<file path="config.mk">
export PLATFORM = sky130hd
export DESIGN_NAME = i2c_adc_slave
export DESIGN_NICKNAME = d
export VERILOG_FILES = /design/src/rtl/i2c_adc_pkg.sv /design/src/rtl/i2c_adc_sync.sv /design/src/rtl/i2c_adc_cond.sv /design/src/rtl/i2c_adc_fsm.sv /design/src/rtl/i2c_adc_slave.sv
export SDC_FILE = /design/constraint.sdc
export NUM_CORES = 1
export LEC_CHECK = 0
export CELL_PAD_IN_SITES_DETAIL_PLACEMENT = 1
export CELL_PAD_IN_SITES_GLOBAL_PLACEMENT = 1
export CORE_UTILIZATION = 40
export DETAILED_ROUTE_END_ITERATION = 8
export PLACE_DENSITY_LB_ADDON = 0.1
export SYNTH_ARGS = -nofsm -noshare
export SYNTH_HDL_FRONTEND = slang
export SYNTH_SLANG_ARGS = --single-unit
export TNS_END_PERCENT = 30
</file>
<file path="constraint.sdc">
create_clock -name clk -period 2.5 [get_ports clk]
set_input_delay 0.5 -clock clk [delete_from_list [all_inputs] [get_ports clk]]
set_output_delay 0.5 -clock clk [all_outputs]
set_load 0.01 [all_outputs]
</file>
<file path="src/rtl/i2c_adc_pkg.sv">
package i2c_adc_pkg;

  typedef enum logic [2:0] {
    ST_IDLE,
    ST_ADDR,
    ST_ACK,
    ST_MCODE,
    ST_CONV,
    ST_DATA,
    ST_MACK,
    ST_IGNORE
  } slv_state_e;

  localparam logic [4:0] MCODE_PREFIX = 5'b00001;

endpackage

</file>
<file path="src/rtl/i2c_adc_sync.sv">
module i2c_adc_sync #(
  parameter int STAGES = 2,
  parameter int FILT   = 3
) (
  input  logic clk,
  input  logic rst_n,
  input  logic line_i,
  output logic line_o
);

  logic [STAGES-1:0] meta_q;
  logic [FILT-1:0]   hist_q;
  logic              filt_q, filt_d;

  // output moves only after FILT equal samples
  always_comb begin
    filt_d = filt_q;
    if (&hist_q)       filt_d = 1'b1;
    else if (~|hist_q) filt_d = 1'b0;
  end

  always_ff @(posedge clk or negedge rst_n) begin
    if (!rst_n) begin
      meta_q <= '1;
      hist_q <= '1;
      filt_q <= 1'b1;
    end else begin
      meta_q <= {meta_q[STAGES-2:0], line_i};
      hist_q <= {hist_q[FILT-2:0], meta_q[STAGES-1]};
      filt_q <= filt_d;
    end
  end

  assign line_o = filt_q;

endmodule

</file>
<file path="src/rtl/i2c_adc_cond.sv">
module i2c_adc_cond (
  input  logic clk,
  input  logic rst_n,
  input  logic scl,
  input  logic sda,
  output logic start_o,
  output logic stop_o,
  output logic rise_o,
  output logic fall_o
);

  logic scl_q, sda_q;

  always_ff @(posedge clk or negedge rst_n) begin
    if (!rst_n) begin
      scl_q <= 1'b1;
      sda_q <= 1'b1;
    end else begin
      scl_q <= scl;
      sda_q <= sda;
    end
  end

  assign start_o = scl & scl_q & sda_q & ~sda;
  assign stop_o  = scl & scl_q & ~sda_q & sda;
  assign rise_o  = scl & ~scl_q;
  assign fall_o  = ~scl & scl_q;

endmodule

</file>
<file path="src/rtl/i2c_adc_fsm.sv">
module i2c_adc_fsm
  import i2c_adc_pkg::*;
#(
  parameter int         RES_W   = 14,
  parameter int         SUB_W   = 2,
  parameter logic [2:0] ADDR_HI = 3'b011
) (
  input  logic             clk,
  input  logic             rst_n,
  input  logic             scl_rise,
  input  logic             scl_fall,
  input  logic             sda_lvl,
  input  logic             bus_start,
  input  logic             bus_stop,
  input  logic [3:0]       addr_pins,
  input  logic             int_ref_mode,
  input  logic             conv_done,
  input  logic [RES_W-1:0] conv_result,
  input  logic [SUB_W-1:0] sub_bits,
  output logic             scl_hold,
  output logic             sda_drive,
  output logic             conv_start,
  output logic             conv_power,
  output logic             ref_shutdown,
  output logic             hs_mode
);

  localparam int FRAME_W = RES_W + SUB_W;
  localparam int BYTES   = FRAME_W / 8;
  localparam int BIDX_W  = (BYTES > 1) ? $clog2(BYTES) : 1;
  localparam logic [BIDX_W-1:0] LAST_BYTE = BIDX_W'(BYTES - 1);

  slv_state_e         state_q, state_d;
  logic [3:0]         cnt_q, cnt_d;
  logic [7:0]         rx_q, rx_d;
  logic [FRAME_W-1:0] tx_q, tx_d, data_q, data_d;
  logic [BIDX_W-1:0]  bidx_q, bidx_d;
  logic               ready_q, ready_d, power_q, power_d, ref_q, ref_d;
  logic               hs_q, hs_d, hold_q, hold_d, drv_q, drv_d;
  logic               start_q, start_d, mack_q, mack_d;

  always_comb begin
    state_d = state_q;  cnt_d  = cnt_q;  rx_d    = rx_q;
    tx_d    = tx_q;     data_d = data_q; bidx_d  = bidx_q;
    ready_d = ready_q;  power_d = power_q; ref_d = ref_q;
    hs_d    = hs_q;     hold_d = hold_q; drv_d   = drv_q;
    start_d = 1'b0;     mack_d = mack_q;

    if (conv_done) begin
      data_d  = {conv_result, sub_bits};
      ready_d = 1'b1;
      power_d = 1'b0;
    end

    if (bus_stop) begin
      state_d = ST_IDLE; hs_d = 1'b0; hold_d = 1'b0; drv_d = 1'b0;
    end else if (bus_start) begin
      state_d = ST_ADDR; cnt_d = 4'd0; hold_d = 1'b0; drv_d = 1'b0;
    end else begin
      unique case (state_q)
        ST_ADDR: begin
          if (scl_rise) begin
            rx_d  = {rx_q[6:0], sda_lvl};
            cnt_d = cnt_q + 4'd1;
          end else if (scl_fall && cnt_q == 4'd8) begin
            if (rx_q[7:1] == {ADDR_HI, addr_pins}) begin
              state_d = ST_ACK;
              drv_d   = 1'b1;
              start_d = 1'b1;
              power_d = 1'b1;
              ready_d = 1'b0;
              ref_d   = int_ref_mode & ~rx_q[0];
            end else if (rx_q[7:3] == MCODE_PREFIX) begin
              state_d = ST_MCODE;
            end else begin
              state_d = ST_IGNORE;
            end
          end
        end
        ST_ACK: if (scl_fall) begin
          drv_d = 1'b0; hold_d = 1'b1; state_d = ST_CONV;
        end
        ST_MCODE: if (scl_rise) begin
          hs_d = 1'b1; state_d = ST_IGNORE;
        end
        ST_CONV: if (ready_q) begin
          hold_d  = 1'b0;
          tx_d    = data_q;
          drv_d   = ~data_q[FRAME_W-1];
          cnt_d   = 4'd0;
          bidx_d  = '0;
          ready_d = 1'b0;
          state_d = ST_DATA;
        end
        ST_DATA: if (scl_fall) begin
          if (cnt_q == 4'd7) begin
            drv_d = 1'b0; cnt_d = 4'd0; state_d = ST_MACK;
          end else begin
            tx_d  = tx_q << 1;
            drv_d = ~tx_q[FRAME_W-2];
            cnt_d = cnt_q + 4'd1;
          end
        end
        ST_MACK: begin
          if (scl_rise) begin
            mack_d = ~sda_lvl;
          end else if (scl_fall) begin
            if (!mack_q) begin
              state_d = ST_IGNORE;
            end else if (bidx_q != LAST_BYTE) begin
              bidx_d  = bidx_q + 1'b1;
              tx_d    = tx_q << 1;
              drv_d   = ~tx_q[FRAME_W-2];
              state_d = ST_DATA;
            end else begin
              start_d = 1'b1; power_d = 1'b1; ready_d = 1'b0;
              hold_d  = 1'b1; state_d = ST_CONV;
            end
          end
        end
        default: ;
      endcase
    end
  end

  always_ff @(posedge clk or negedge rst_n) begin
    if (!rst_n) begin
      state_q <= ST_IDLE; cnt_q <= '0; rx_q <= '0; tx_q <= '0; data_q <= '0;
      bidx_q <= '0; ready_q <= 1'b0; power_q <= 1'b0; ref_q <= 1'b0;
      hs_q <= 1'b0; hold_q <= 1'b0; drv_q <= 1'b0; start_q <= 1'b0;
      mack_q <= 1'b0;
    end else begin
      state_q <= state_d; cnt_q <= cnt_d; rx_q <= rx_d; tx_q <= tx_d;
      data_q <= data_d; bidx_q <= bidx_d; ready_q <= ready_d;
      power_q <= power_d; ref_q <= ref_d; hs_q <= hs_d; hold_q <= hold_d;
      drv_q <= drv_d; start_q <= start_d; mack_q <= mack_d;
    end
  end

  assign scl_hold     = hold_q;
  assign sda_drive    = drv_q;
  assign conv_start   = start_q;
  assign conv_power   = power_q;
  assign ref_shutdown = ref_q;
  assign hs_mode      = hs_q;

endmodule

</file>
<file path="src/rtl/i2c_adc_slave.sv">
module i2c_adc_slave #(
  parameter int         RES_W       = 14,
  parameter int         SUB_W       = 2,
  parameter logic [2:0] ADDR_HI     = 3'b011,
  parameter int         SYNC_STAGES = 2,
  parameter int         FILT_LEN    = 3
) (
  input  logic             clk,
  input  logic             rst_n,
  input  logic             scl_i,
  input  logic             sda_i,
  output logic             scl_oe,
  output logic             sda_oe,
  input  logic [3:0]       addr_pins,
  input  logic             int_ref_mode,
  output logic             conv_start,
  input  logic             conv_done,
  input  logic [RES_W-1:0] conv_result,
  input  logic [SUB_W-1:0] sub_bits,
  output logic             conv_power,
  output logic             ref_shutdown,
  output logic             hs_mode
);

  localparam int N_LINES = 2;

  logic [N_LINES-1:0] raw_lines, clean_lines;
  logic start_c, stop_c, rise_c, fall_c;

  assign raw_lines = {sda_i, scl_i};

  for (genvar g = 0; g < N_LINES; g++) begin : g_line
    i2c_adc_sync #(.STAGES(SYNC_STAGES), .FILT(FILT_LEN)) u_sync (
      .clk(clk), .rst_n(rst_n), .line_i(raw_lines[g]), .line_o(clean_lines[g])
    );
  end

  i2c_adc_cond u_cond (
    .clk(clk), .rst_n(rst_n), .scl(clean_lines[0]), .sda(clean_lines[1]),
    .start_o(start_c), .stop_o(stop_c), .rise_o(rise_c), .fall_o(fall_c)
  );

  i2c_adc_fsm #(.RES_W(RES_W), .SUB_W(SUB_W), .ADDR_HI(ADDR_HI)) u_fsm (
    .clk(clk), .rst_n(rst_n), .scl_rise(rise_c), .scl_fall(fall_c),
    .sda_lvl(clean_lines[1]), .bus_start(start_c), .bus_stop(stop_c),
    .addr_pins(addr_pins), .int_ref_mode(int_ref_mode),
    .conv_done(conv_done), .conv_result(conv_result), .sub_bits(sub_bits),
    .scl_hold(scl_oe), .sda_drive(sda_oe), .conv_start(conv_start),
    .conv_power(conv_power), .ref_shutdown(ref_shutdown), .hs_mode(hs_mode)
  );

endmodule

</file>
==> results.toml <==
[synth]
yosys-top-cells-count = "dfrtp_1, mux2_2, a21oi_1"
yosysWarnings = 0
avgSynthCellArea_um2 = 12.0
ys_ff_latch = 69
post-synth-top-area-fraction = 0.411
synth.distinct_cells = 58
ys_seq_area_frac = 0.521
synth_top_cell_by_area = "dfrtp_1"
synth_edf_count = 0
syn_inst = 280
async_flop_share = 1.00
synth_nets = 308
syn_area_um2 = 3350
synth.most_common_cell = "dfrtp_1"
netlist_top_cells_area = "dfrtp_1, mux2_2, dfstp_2, mux2_4, a21oi_1"
synth_ff_type = "dfrtp_1"

[drt]
routed_wl_mm = 7.16
wire_per_inst_um = 16.6
num_vias = 2286
drc_errors = 0
first_pass_iters = 4
viasPerCell = 5.29
ant_nets = 0
drt_iter0_markers = 90

[die]
die_h_um = 93.5
core_um2 = 8180
row_count = 33
initial_core_util = 0.410
io_pins = 32
dieArea_um2 = 8740
die_width_um = 93.5

[clock_network]
holdBufCountCts = 0
clkSlewWorstSetupHoldPaths_ps = 80
cts_buffers = 9
clockBufferDepth = 2
cts_root_buffer = "clkbuf_8"
cts_repair_resize_count = 0
insertion_delay_ps = 350
cts_sinks = 69
h-tree-depth = 3
cts_tree = "built"
cts_setup_buffers = 0

[global_routing]
grt_pass1_wl_mm = 12.4
antenna_found_initial = 0
grt.overflow.total = 0
grt_pass1_vias = 2508
grt_max_degree = 70
grt_usage = 0.189

[sta]
tightest_slew_ps = 698
min_period_ps = 2080
relSlewSlack = 0.534
finClkSkew_ps = 12.0
slew_viol_final = 0
period_share = 0.831
finalSetupViolCount = 0
hold_violations = 0
fmax_mhz = 481
grt_setup_unrepaired = "false"
setup_tns_ps = 0

[power_and_ir_drop]
power.leakage_nw = 1.76
peakVddDrop_uv = 484
pwr_density_cell_nw_per_um2 = 1140
totalPowerFinal_w = 0.00461

[worst_hold_path]
min_path_type = "in2async"

[flow_run]
cap_violations = 0

[layout]
final_area_um2 = 4060
final_util = 0.496
areaGrowthSynthToFinish_pct = 21.1
diodes = 0
layout.nets = 350
drive_gt1_frac = 0.315

[worst_setup_path]
path_max_fanout = 15
cp.required_ps = 2720
critPathKind = "reg2reg"
end_kind = "flop"
arrival_ps = 2300
start_kind = "flop"

[placed_design]
io_buffer_count = 31
placed_area_um2 = 3820
place_congestion = 0.735
dp_hpwl_mm = 4.90

[run_status]
outcome = "finished clean"
[stage by stage]
stage / setup WS, ps / hold slack (ps) / std cells
floorplan: 657 / 204 / 280
finish: 422 / 166 / 432
CTS: 387 / 190 / 432
global placement: 312 / 346 / 416
global route: 285 / 191 / 432
detailed placement: 244 / 348 / 416
[flip-flops by register name (all words and copies together) (netlist names), 2 cells and up]
name,flops
g_line.u_sync.line_o,2
u_fsm.tx_q,15
u_fsm.rx_q,8
u_fsm.data_q,16
u_fsm.cnt_q,4
g_line.u_sync.hist_q,6
g_line.u_sync.meta_q,4
u_fsm.state_q,3
[worst paths after layout]
| check | startpoint | endpoint | slack, ps | depth (start not counted) |
|---|---|---|---|---|
| min reg2reg | g_line[1].u_sync.meta_q[1] | g_line[1].u_sync.hist_q[0] | 360 | 0 |
| max in group asynchronous | rst_n | u_cond.scl_q | 1980 | 2 |
| min in group clk | g_line[1].u_sync.meta_q[1] | g_line[1].u_sync.hist_q[0] | 360 | 0 |
| max reg2reg | u_cond.scl_q | u_fsm.tx_q[1] | 420 | 4 |
| max | u_cond.scl_q | u_fsm.tx_q[1] | 420 | 4 |
| min | rst_n | u_fsm.state_q[2] | 170 | 2 |
[worst max-delay path, cell delays in order (launching register included)]
cell and delay [ps]:
dfstp_2 600, and2b_1 300, o32ai_4 290, nand4b_4 360, mux2_4 410
[placed cells by master, fill, tap and decap left out, types with 2 or more instances in the layout]
master,count
a21o_1,3
a21oi_1,19
a221oi_1,2
a31oi_1,4
and2_1,2
and2b_1,2
buf_4,10
bufinv_16,2
clkbuf_8,9
clkdlybuf4s50_1,30
clkinv_4,2
dfrtp_1,55
dfstp_2,14
ha_1,2
inv_1,11
mux2_2,43
mux2_4,8
mux2i_1,4
nand2_1,18
nand2b_1,5
nand3_1,5
nand3b_1,3
nand4b_1,2
nor2_1,10
nor2b_1,3
nor3_1,4
o211ai_1,2
o21ai_0,12
o22ai_1,2
xnor2_1,4
xor2_1,2
[layer usage]
layer | track usage | up-vias | part of all wire
met5 | 0 | - | 0
met4 | 0.0846 | 0 | 0.016
met2 | 0.295 | 31 | 0.46
met3 | 0.0333 | 10 | 0.029
li1 | - | 1098 | -
met1 | 0.256 | 1147 | 0.49
[layout make-up]
cell class                 instances  area [µm²]
clock inverter                     5        82.6
multi-input combinational        188        1500
clock buffer                      11         153
inverter                          12        45.0
timing repair buffer              42         400
fill                             863        4120
tap                              105         131
sequential                        69        1740
[where the power goes]
part	internal, W	switching (W)
logic	0.000984	0.000828
registers	0.00142	0.000319
clock network	0.000625	0.000433
total	0.00303	0.00158
[cells by family after synthesis]
family	share of synthesized area
AO/OA/AOI/OAI	0.114
XOR/XNOR	0.0157
adder cells (fa/ha/maj)	0.00747
buffers and inverters	0.0310
flip-flops	0.521
multiplexers	0.192
AND/OR/NAND/NOR	0.118
No activity file was read; power rests on OpenSTA's default activity.
